$ cat config.mk
export PLATFORM = sky130hd
export DESIGN_NAME = clkdiv_ratio_calc
export DESIGN_NICKNAME = d
export VERILOG_FILES = /design/src/rtl/clkdiv_ratio_pkg.sv /design/src/rtl/iter_divider.sv /design/src/rtl/ratio_split.sv /design/src/rtl/clkdiv_ratio_calc.sv
export SDC_FILE = /design/constraint.sdc
export NUM_CORES = 1
export LEC_CHECK = 0
export BUFFER_PORTS_ARGS = -buffer_cell sky130_fd_sc_hd__buf_4
export CORE_ASPECT_RATIO = 1.75
export CORE_UTILIZATION = 39
export CTS_CLUSTER_DIAMETER = 100
export DETAILED_ROUTE_END_ITERATION = 12
export SLEW_MARGIN = 20
export SYNTH_ARGS = -nofsm -noshare
export SYNTH_HDL_FRONTEND = slang
export SYNTH_SLANG_ARGS = --single-unit
$ cat constraint.sdc
create_clock -name clk -period 10.37 [get_ports clk]
set_input_delay 0.5185 -clock clk [delete_from_list [all_inputs] [get_ports clk]]
set_output_delay 0.5185 -clock clk [all_outputs]
set_load 0.03 [all_outputs]
$ cat src/rtl/clkdiv_ratio_pkg.sv
package clkdiv_ratio_pkg;
  typedef enum logic [1:0] {
    ST_IDLE  = 2'd0,
    ST_RATIO = 2'd1,
    ST_FREQ  = 2'd2
  } calc_state_t;
endpackage

$ cat src/rtl/iter_divider.sv
module iter_divider #(
  parameter int W = 32
) (
  input  logic         clk,
  input  logic         rst_n,
  input  logic         start,
  input  logic [W-1:0] dividend,
  input  logic [W-1:0] divisor,
  output logic         fin,
  output logic [W-1:0] quo,
  output logic [W-1:0] rem
);
  localparam int CW = $clog2(W + 1);

  logic [W-1:0]  quo_q, rem_q, dvs_q;
  logic [CW-1:0] cnt_q;
  logic          run_q, fin_q;
  logic [W:0]    trial;
  logic [W-1:0]  diff;
  logic          ge;

  // one restoring step per cycle: shift in the next dividend bit
  always_comb begin
    trial = {rem_q, quo_q[W-1]};
    ge    = trial >= {1'b0, dvs_q};
    diff  = trial[W-1:0] - dvs_q;
  end

  always_ff @(posedge clk or negedge rst_n) begin
    if (!rst_n) begin
      quo_q <= '0;
      rem_q <= '0;
      dvs_q <= '0;
      cnt_q <= '0;
      run_q <= 1'b0;
      fin_q <= 1'b0;
    end else begin
      fin_q <= 1'b0;
      if (start) begin
        quo_q <= dividend;
        rem_q <= '0;
        dvs_q <= divisor;
        cnt_q <= CW'(W);
        run_q <= 1'b1;
      end else if (run_q) begin
        quo_q <= {quo_q[W-2:0], ge};
        rem_q <= ge ? diff : trial[W-1:0];
        cnt_q <= cnt_q - 1'b1;
        if (cnt_q == CW'(1)) begin
          run_q <= 1'b0;
          fin_q <= 1'b1;
        end
      end
    end
  end

  assign fin = fin_q;
  assign quo = quo_q;
  assign rem = rem_q;
endmodule

$ cat src/rtl/ratio_split.sv
module ratio_split #(
  parameter int FW      = 32,
  parameter int SW      = 2,
  parameter int PW      = 5,
  parameter int MW      = 2,
  parameter int PRE_SRC = 3
) (
  input  logic [FW-1:0] total,
  input  logic [SW-1:0] sel,
  output logic [PW:0]   pre_val,
  output logic [MW:0]   main_val,
  output logic          range_err
);
  localparam int PRE_MAX  = 1 << PW;
  localparam int MAIN_MAX = 1 << MW;
  localparam int LIM      = PRE_MAX * MAIN_MAX;
  localparam int LW       = $clog2(LIM + 1);

  logic [LW:0] t_small;
  logic [LW:0] cand [1:MAIN_MAX];
  logic [LW:0] cand_pick;
  int          m;

  assign t_small = {1'b0, total[LW-1:0]};

  // one ceiling divider by a constant per possible main-stage value
  for (genvar k = 1; k <= MAIN_MAX; k++) begin : g_cand
    assign cand[k] = (t_small + (LW+1)'(k - 1)) / (LW+1)'(k);
  end

  always_comb begin
    range_err = 1'b0;
    pre_val   = (PW+1)'(1);
    main_val  = total[MW:0];
    m         = MAIN_MAX;
    cand_pick = cand[MAIN_MAX];
    if (total > FW'(MAIN_MAX)) begin
      if (sel != SW'(PRE_SRC)) begin
        range_err = 1'b1;
      end else if (total > FW'(LIM)) begin
        range_err = 1'b1;
      end else begin
        for (int k = MAIN_MAX - 1; k >= 1; k--) begin
          if (total < FW'(PRE_MAX * k)) m = k;
        end
        cand_pick = cand[m];
        main_val  = (MW+1)'(m);
        pre_val   = cand_pick[PW:0];
      end
    end
  end
endmodule

$ cat src/rtl/clkdiv_ratio_calc.sv
module clkdiv_ratio_calc
  import clkdiv_ratio_pkg::*;
#(
  parameter int FW      = 32,
  parameter int SW      = 2,
  parameter int PW      = 5,
  parameter int MW      = 2,
  parameter int PRE_SRC = 3
) (
  input  logic          clk,
  input  logic          rst_n,
  input  logic          in_valid,
  output logic          in_ready,
  input  logic [FW-1:0] in_src_freq,
  input  logic [FW-1:0] in_req_freq,
  input  logic [SW-1:0] in_src_sel,
  output logic          done,
  output logic          req_err,
  output logic          range_err,
  output logic [PW-1:0] pre_code,
  output logic [MW-1:0] main_code,
  output logic [FW-1:0] out_freq
);
  localparam int PDW = PW + MW + 2;

  calc_state_t   state_q;
  logic [FW-1:0] src_q;
  logic [SW-1:0] sel_q;
  logic [PW:0]   pre_q;
  logic [MW:0]   main_q;

  logic          accept, div_start, div_fin;
  logic [FW-1:0] req_clamped, div_a, div_b, div_quo, div_rem, total_c;
  logic [PW:0]   sp_pre;
  logic [MW:0]   sp_main;
  logic          sp_err;
  logic [PDW-1:0] prod;

  assign in_ready    = (state_q == ST_IDLE);
  assign accept      = in_valid && in_ready;
  assign req_clamped = (in_src_freq != '0 && in_req_freq > in_src_freq) ? in_src_freq : in_req_freq;
  assign prod        = PDW'(sp_pre) * PDW'(sp_main);

  always_comb begin
    total_c = div_quo + FW'(div_rem != '0);
    if (total_c == '0) total_c = FW'(1);
  end

  assign div_start = (accept && in_req_freq != '0) ||
                     (state_q == ST_RATIO && div_fin && !sp_err);
  assign div_a     = (state_q == ST_IDLE) ? in_src_freq : src_q;
  assign div_b     = (state_q == ST_IDLE) ? req_clamped : FW'(prod);

  iter_divider #(.W(FW)) u_div (
    .clk(clk), .rst_n(rst_n), .start(div_start),
    .dividend(div_a), .divisor(div_b),
    .fin(div_fin), .quo(div_quo), .rem(div_rem)
  );

  ratio_split #(.FW(FW), .SW(SW), .PW(PW), .MW(MW), .PRE_SRC(PRE_SRC)) u_split (
    .total(total_c), .sel(sel_q),
    .pre_val(sp_pre), .main_val(sp_main), .range_err(sp_err)
  );

  always_ff @(posedge clk or negedge rst_n) begin
    if (!rst_n) begin
      state_q   <= ST_IDLE;
      src_q     <= '0;
      sel_q     <= '0;
      pre_q     <= '0;
      main_q    <= '0;
      done      <= 1'b0;
      req_err   <= 1'b0;
      range_err <= 1'b0;
      pre_code  <= '0;
      main_code <= '0;
      out_freq  <= '0;
    end else begin
      done <= 1'b0;
      case (state_q)
        ST_IDLE: if (accept) begin
          if (in_req_freq == '0) begin
            done      <= 1'b1;
            req_err   <= 1'b1;
            range_err <= 1'b0;
            pre_code  <= '0;
            main_code <= '0;
            out_freq  <= '0;
          end else begin
            src_q   <= in_src_freq;
            sel_q   <= in_src_sel;
            state_q <= ST_RATIO;
          end
        end
        ST_RATIO: if (div_fin) begin
          if (sp_err) begin
            done      <= 1'b1;
            req_err   <= 1'b0;
            range_err <= 1'b1;
            pre_code  <= '0;
            main_code <= '0;
            out_freq  <= '0;
            state_q   <= ST_IDLE;
          end else begin
            pre_q   <= sp_pre;
            main_q  <= sp_main;
            state_q <= ST_FREQ;
          end
        end
        ST_FREQ: if (div_fin) begin
          done      <= 1'b1;
          req_err   <= 1'b0;
          range_err <= 1'b0;
          pre_code  <= PW'(pre_q - 1'b1);
          main_code <= MW'(main_q - 1'b1);
          out_freq  <= div_quo;
          state_q   <= ST_IDLE;
        end
        default: state_q <= ST_IDLE;
      endcase
    end
  end
endmodule

Word level (Yosys, flattened, before mapping)
Index checks and enable logic that the tools add are counted.

word-level totals
  register bits after elaboration = 189
  output and inout bits = 43

operators by class
  $mul = 1
  multiplexer cells = 76
  eq/ne operators = 10
  $add $sub $neg = 8
  order comparisons = 8
  bitwise operators = 3
  reductions and logical operators = 19
  div/mod/pow operators = 1

operators by type and width
  operator             number
  $mux 32              17
  $pmux 32 s3          1
  $reduce_bool 32->1   3
  $logic_not 32->1     2
  $lt 32x7->1 const B  2
  $mux 6               7
  $ge 33x32->1         1
  $add 32x1->32        1
  $ge 32x4->1 const B  1
  $gt 32x3->1 const B  1
  $gt 32x32->1         1
  $gt 32x8->1 const B  1
  $lt 32x6->1 const B  1
  $not 32->32          1
  $sub 32x32->32       1
  $bmux 9 s3           1
  $mux 5               5
  $mux 1               23
  $mux 2               10
  $add 8x2->9 const B  2
  $mux 3               6
  $pmux 5 s3           1
  $pmux 2 s3           2
  $add 8x1->9 const B  1
  other kinds (21)     34

Longest topological paths before layout
  depth after elaboration = 20
  depth in mapped cells = 40
  depth with buffers taken out = 36

By module
Synthesis repeated with hierarchy kept, for this count alone.

unflattened totals
  cells, all modules = 1897
  area, all modules = 15253.4 µm²

by module, submodules not included
  module             area an instance (µm²)  instances  cells an instance  seq. area each (µm²)
  clkdiv_ratio_calc  6647.6                  1          830                2127.0
  iter_divider       6588.8                  1          755                2602.5
  ratio_split        2016.9                  1          312                0.0

Least setup slack after synthesis
Ideal clock, no wire load.

  kind = register to register
  start = register u_div.rem_q[24], in the netlist u_div.rem[24]
  end = register u_div.dvs_q[8]
  arrival = 7510 ps
  setup slack = 2796 ps
  period minus slack after synthesis = 7574 ps
  required time = 10306 ps
  stages on the path, launching flop included = 38
  setup time = 64 ps
  path through = dfrtp_1 -> nor4_1 -> nand4_1 -> or2_2 -> ha_1 -> ha_1 -> buf_4 -> xor2_1 -> ha_1 -> buf_2 -> a21boi_2 -> a21oi_2 -> nor2_1 -> ha_1 -> clkbuf_1 -> a211oi_1 -> o41a_1 -> buf_4 -> [2 not listed] -> a22o_4 -> buf_2 -> o21bai_1 -> mux2_2 -> o211ai_2 -> o21ai_0 -> a21oi_1 -> fa_1 -> ha_1 -> inv_1 -> fa_1 -> nor2b_1 -> o21ai_0 -> nand2_1 -> and2_1 -> o21ai_0 -> a221oi_1 -> a21o_1

between the ends
  longest elaborated chain between the ends = 20
  elaborated cells on any way between the ends = 37
  classes of those cells = add/sub: 4; mul: 1; div: 1; order compare: 5; mux: 20; bitwise: 1; reduce/logical: 5

ends and longest elaborated chain
  item                                                                  line                     source
  start, declared                                                       iter_divider.sv:15       logic [W-1:0] quo_q, rem_q, dvs_q;
  start signal, assigned                                                iter_divider.sv:47       rem_q <= ge ? diff : trial[W-1:0];
  $reduce_bool 32->1 *                                                  clkdiv_ratio_calc.sv:45  total_c = div_quo + FW'(div_rem != '0);
  $add 32x1->32 *                                                       clkdiv_ratio_calc.sv:45
  $logic_not 32->1                                                      clkdiv_ratio_calc.sv:46  if (total_c == '0) total_c = FW'(1);
  $mux 32 *                                                             clkdiv_ratio_calc.sv:46
  parallel branches: the longest is 16 deep, another holds $add 8x2->9  n/a
  end signal, assigned                                                  iter_divider.sv:42       dvs_q <= divisor;
  end, declared                                                         iter_divider.sv:15

Mark *: on every way between the ends. The select of a mux whose other input is x is not followed.
A chain may end at the register's enable or synchronous reset.

Worst setup path after layout
  start = register u_div.rem_q[17], in the netlist u_div.rem[17]
  end = register u_div.dvs_q[8]

Same word-level chain as after synthesis.

==> metrics <==
Max Slew Vio Count 0; CORE AREA 36800 um2; DR vias/cell 5.83; Post-Syn Area 14600 um2; dpl hpwl 35200 um; pin count of the biggest net entering global routing 70; Starting Density 39.6%; sw power 3360 uW; initial antenna violation count 0; clock network power share 10.9%; Vias 13300; Internal Pwr Total 3090 uW; Commonest cells post-synth 205 x nand2_1, 189 x dfrtp_1, 135 x nor2_1, 124 x a21oi_1, 106 x inv_1; Worst VDD drop 0.165 mV; NumNets Final 1961; simple-gate share of the synthesized area 21.7%; Total Wirelength 45500 um; post-synthesis sequential area ratio 32.5%; Max Freq 109 MHz; Synth top area share 32.5%; status completed; DRT iter0 DRCs 629; RSZ-0062 raised after global routing no; CTS Sinks 189; root buf cell clkbuf_16; Hold Buf Count CTS 0; Worst Setup Path Type reg -> reg; CTS tree built; Sequential Power Share 21.0%; Synth Instances 1751; post-synthesis compound-gate area fraction 21.9%; number of synthesized flops with an enable pin 0; GP Congestion 0.936; post-CTS setup buffers 0; WP data required 10.72 ns; number of global-route vias before repair 13100; first-pass GRT wire length 72400 um; share of post-route cells with drive strength above 1 12.8%; clk buf depth 2; Rel. slew slack 29.4%; data arrival time of the worst path 9.55 ns; mux share of post-synthesis cell area 5.63%; Post-synth top flop dfrtp_1; CP max-delay cell xor2_1; area taken by multi-input logic gates 9010 um2; Rows 93; Mapped Nets 1916; Filler Cells Inserted 3762; post-route setup TNS 0 ns; Max FO, Critical Path 14; Clock transition at path regs 0.08 ns; max-cap viol count 0; Sw Ratio 52.1%; Setup crit start kind flip-flop; Final setup viols 0; Remaining Overflow, GRT 0; Leak 0.00752 uW; Synth cell types 99; Gate power share 68.1%; DIE HEIGHT 258 um; worst min path class in -> async; Pre-antenna DRT Iters 7; Ports 112; Seq. cell area 4730 um2; # DRC 0; synth warn 0; Slew @ Worst Pin 1.05 ns; GRT Overall Usage 24.5%; PwrDens 396 nW/um2; most used cell, CP ha_1; CP Capture Type flip-flop; clock skew 0.0106 ns; fin crit period 9.20 ns; Port Buffers 111; post-synthesis sequential element count 189; final hold vios 0; Synth area leader dfrtp_1; drt wl/cell 19.9 um; Area after DPL 15700 um2; Antenna Cells 0; placed cells 2252; Post-synth ARST share 100%; Die Area 38100 um2; area delta synth->final 12.1%; Die Wd 148 um; Final Non-Filler Cells 2284; clock buffer count from CTS 17; post_cts resized 0; largest family of logic cells by synthesized area compound AO/OA/AOI/OAI gates; top post-synthesis cells by area dfrtp_1 32%, ha_1 7.7%, nand2_1 5.3%; top-count cell post-synth nand2_1; post-synthesis average cell area 8.31 um2; Final period util 88.7%; area share of fa/ha/maj cells after synthesis 8.63%; later-pin clock latency in the skew report 0.46 ns; Max H-tree Level 4; cell area after layout 16300 um2; ANT nets after route 0; max incr delay on CP 0.58 ns; Post-Synth XOR/XNOR Area 3.79%
==> stage by stage <==
step / hold slack, ns / total power [uW] / setup slack [ns] / util, %
floorplan: 0.223 / 4630 / 2.80 / -
global placement: 0.453 / 5670 / 1.34 / 42.7
detailed placement: 0.457 / 5700 / 1.19 / 42.7
CTS: 0.0599 / 6440 / 1.16 / 44.4
global route: 0.0723 / 6980 / 0.253 / 44.4
finish: 0.0417 / 6450 / 1.17 / 44.4
==> worst max-delay path: cells and delay by family, from the launching register on <==
kind / cells / cell delay (ns)
AO/OA/AOI/OAI: 13 / 3.13
adder cells (fa/ha/maj): 8 / 2.41
AND/OR/NAND/NOR: 12 / 2.30
XOR/XNOR: 1 / 0.58
flip-flops: 1 / 0.42
buffers and inverters: 2 / 0.24
==> flip-flops by register name, summed over array words and instances (netlist names), 2 cells and up <==
name	flops
sel_q	2
u_div.cnt_q	6
u_div.dvs_q	32
pre_code	5
state_q	2
main_code	2
src_q	32
u_div.rem	32
pre_q	5
out_freq	32
main_q	2
u_div.quo	32
==> final cells by class <==
cell class | count | share of cell area (%)
inverter | 107 | 2.46
clock buffer | 19 | 2.72
tap | 475 | 3.64
multi-input combinational | 1354 | 55.2
timing repair buffer | 127 | 5.88
sequential | 189 | 29.0
clock inverter | 13 | 1.03
==> logic make-up after synthesis <==
group | count (synthesis)
AND/OR/NAND/NOR | 641
AO/OA/AOI/OAI | 476
buffers and inverters | 208
flip-flops | 189
adder cells (fa/ha/maj) | 97
multiplexers | 80
XOR/XNOR | 60
==> cells in the final DEF, fill, tap and decap left out, types with 6 or more instances in the layout <==
cell type	count
nor3_1	44
a21boi_0	6
nand4_1	25
a221oi_1	6
fa_1	6
ha_1	89
a21o_1	26
a21oi_1	124
o21ai_1	8
o211a_1	8
inv_1	106
o22ai_1	26
buf_4	126
or3_1	9
and3_1	16
o21ai_0	92
nor2b_1	37
clkbuf_16	17
nand2_1	202
xnor2_1	37
a31oi_1	13
or2_2	7
xor2_1	21
mux2_2	15
inv_8	7
o21a_1	13
o211ai_1	8
mux2i_1	65
nand2b_1	13
a211oi_1	65
nor4_1	36
dfrtp_1	188
nor2_1	134
nand3_1	67
==> power by group through the flow <==
stage	combinational (uW)	clock, uW	sequential [uW]
floorplan	3430	0	1200
global placement	4320	0	1350
detailed placement	4340	0	1360
CTS	4370	720	1350
global route	4830	746	1400
finish	4400	703	1350
==> final timing paths <==
path	start	endpoint	slack, ns	cells after the start
hold reg to reg	out_freq[7]$_DFFE_PN0P_	out_freq[7]$_DFFE_PN0P_	0.47	2
hold / removal	rst_n	u_div.dvs_q[25]$_DFFE_PN0N_	0.04	1
max in group asynchronous	rst_n	main_code[1]$_DFFE_PN0P_	8.98	2
setup / recovery	u_div.rem[17]$_DFFE_PN0P_	u_div.dvs_q[8]$_DFFE_PN0N_	1.17	36
setup reg to reg	u_div.rem[17]$_DFFE_PN0P_	u_div.dvs_q[8]$_DFFE_PN0N_	1.17	36
min in group clk	in_src_sel[0]	sel_q[0]$_DFFE_PN0P_	0.29	2
==> layer usage <==
layer  vias to the layer above  part of all wire (%)  global-route usage [%]
li1                       6417                     -                       -
met1                      6412                    39                    27.6
met2                       377                    52                    44.3
met3                       116                   3.4                    2.93
met4                         0                   5.0                    13.2
met5                         -                     0                       0
Power figures use the tool's default switching activity.
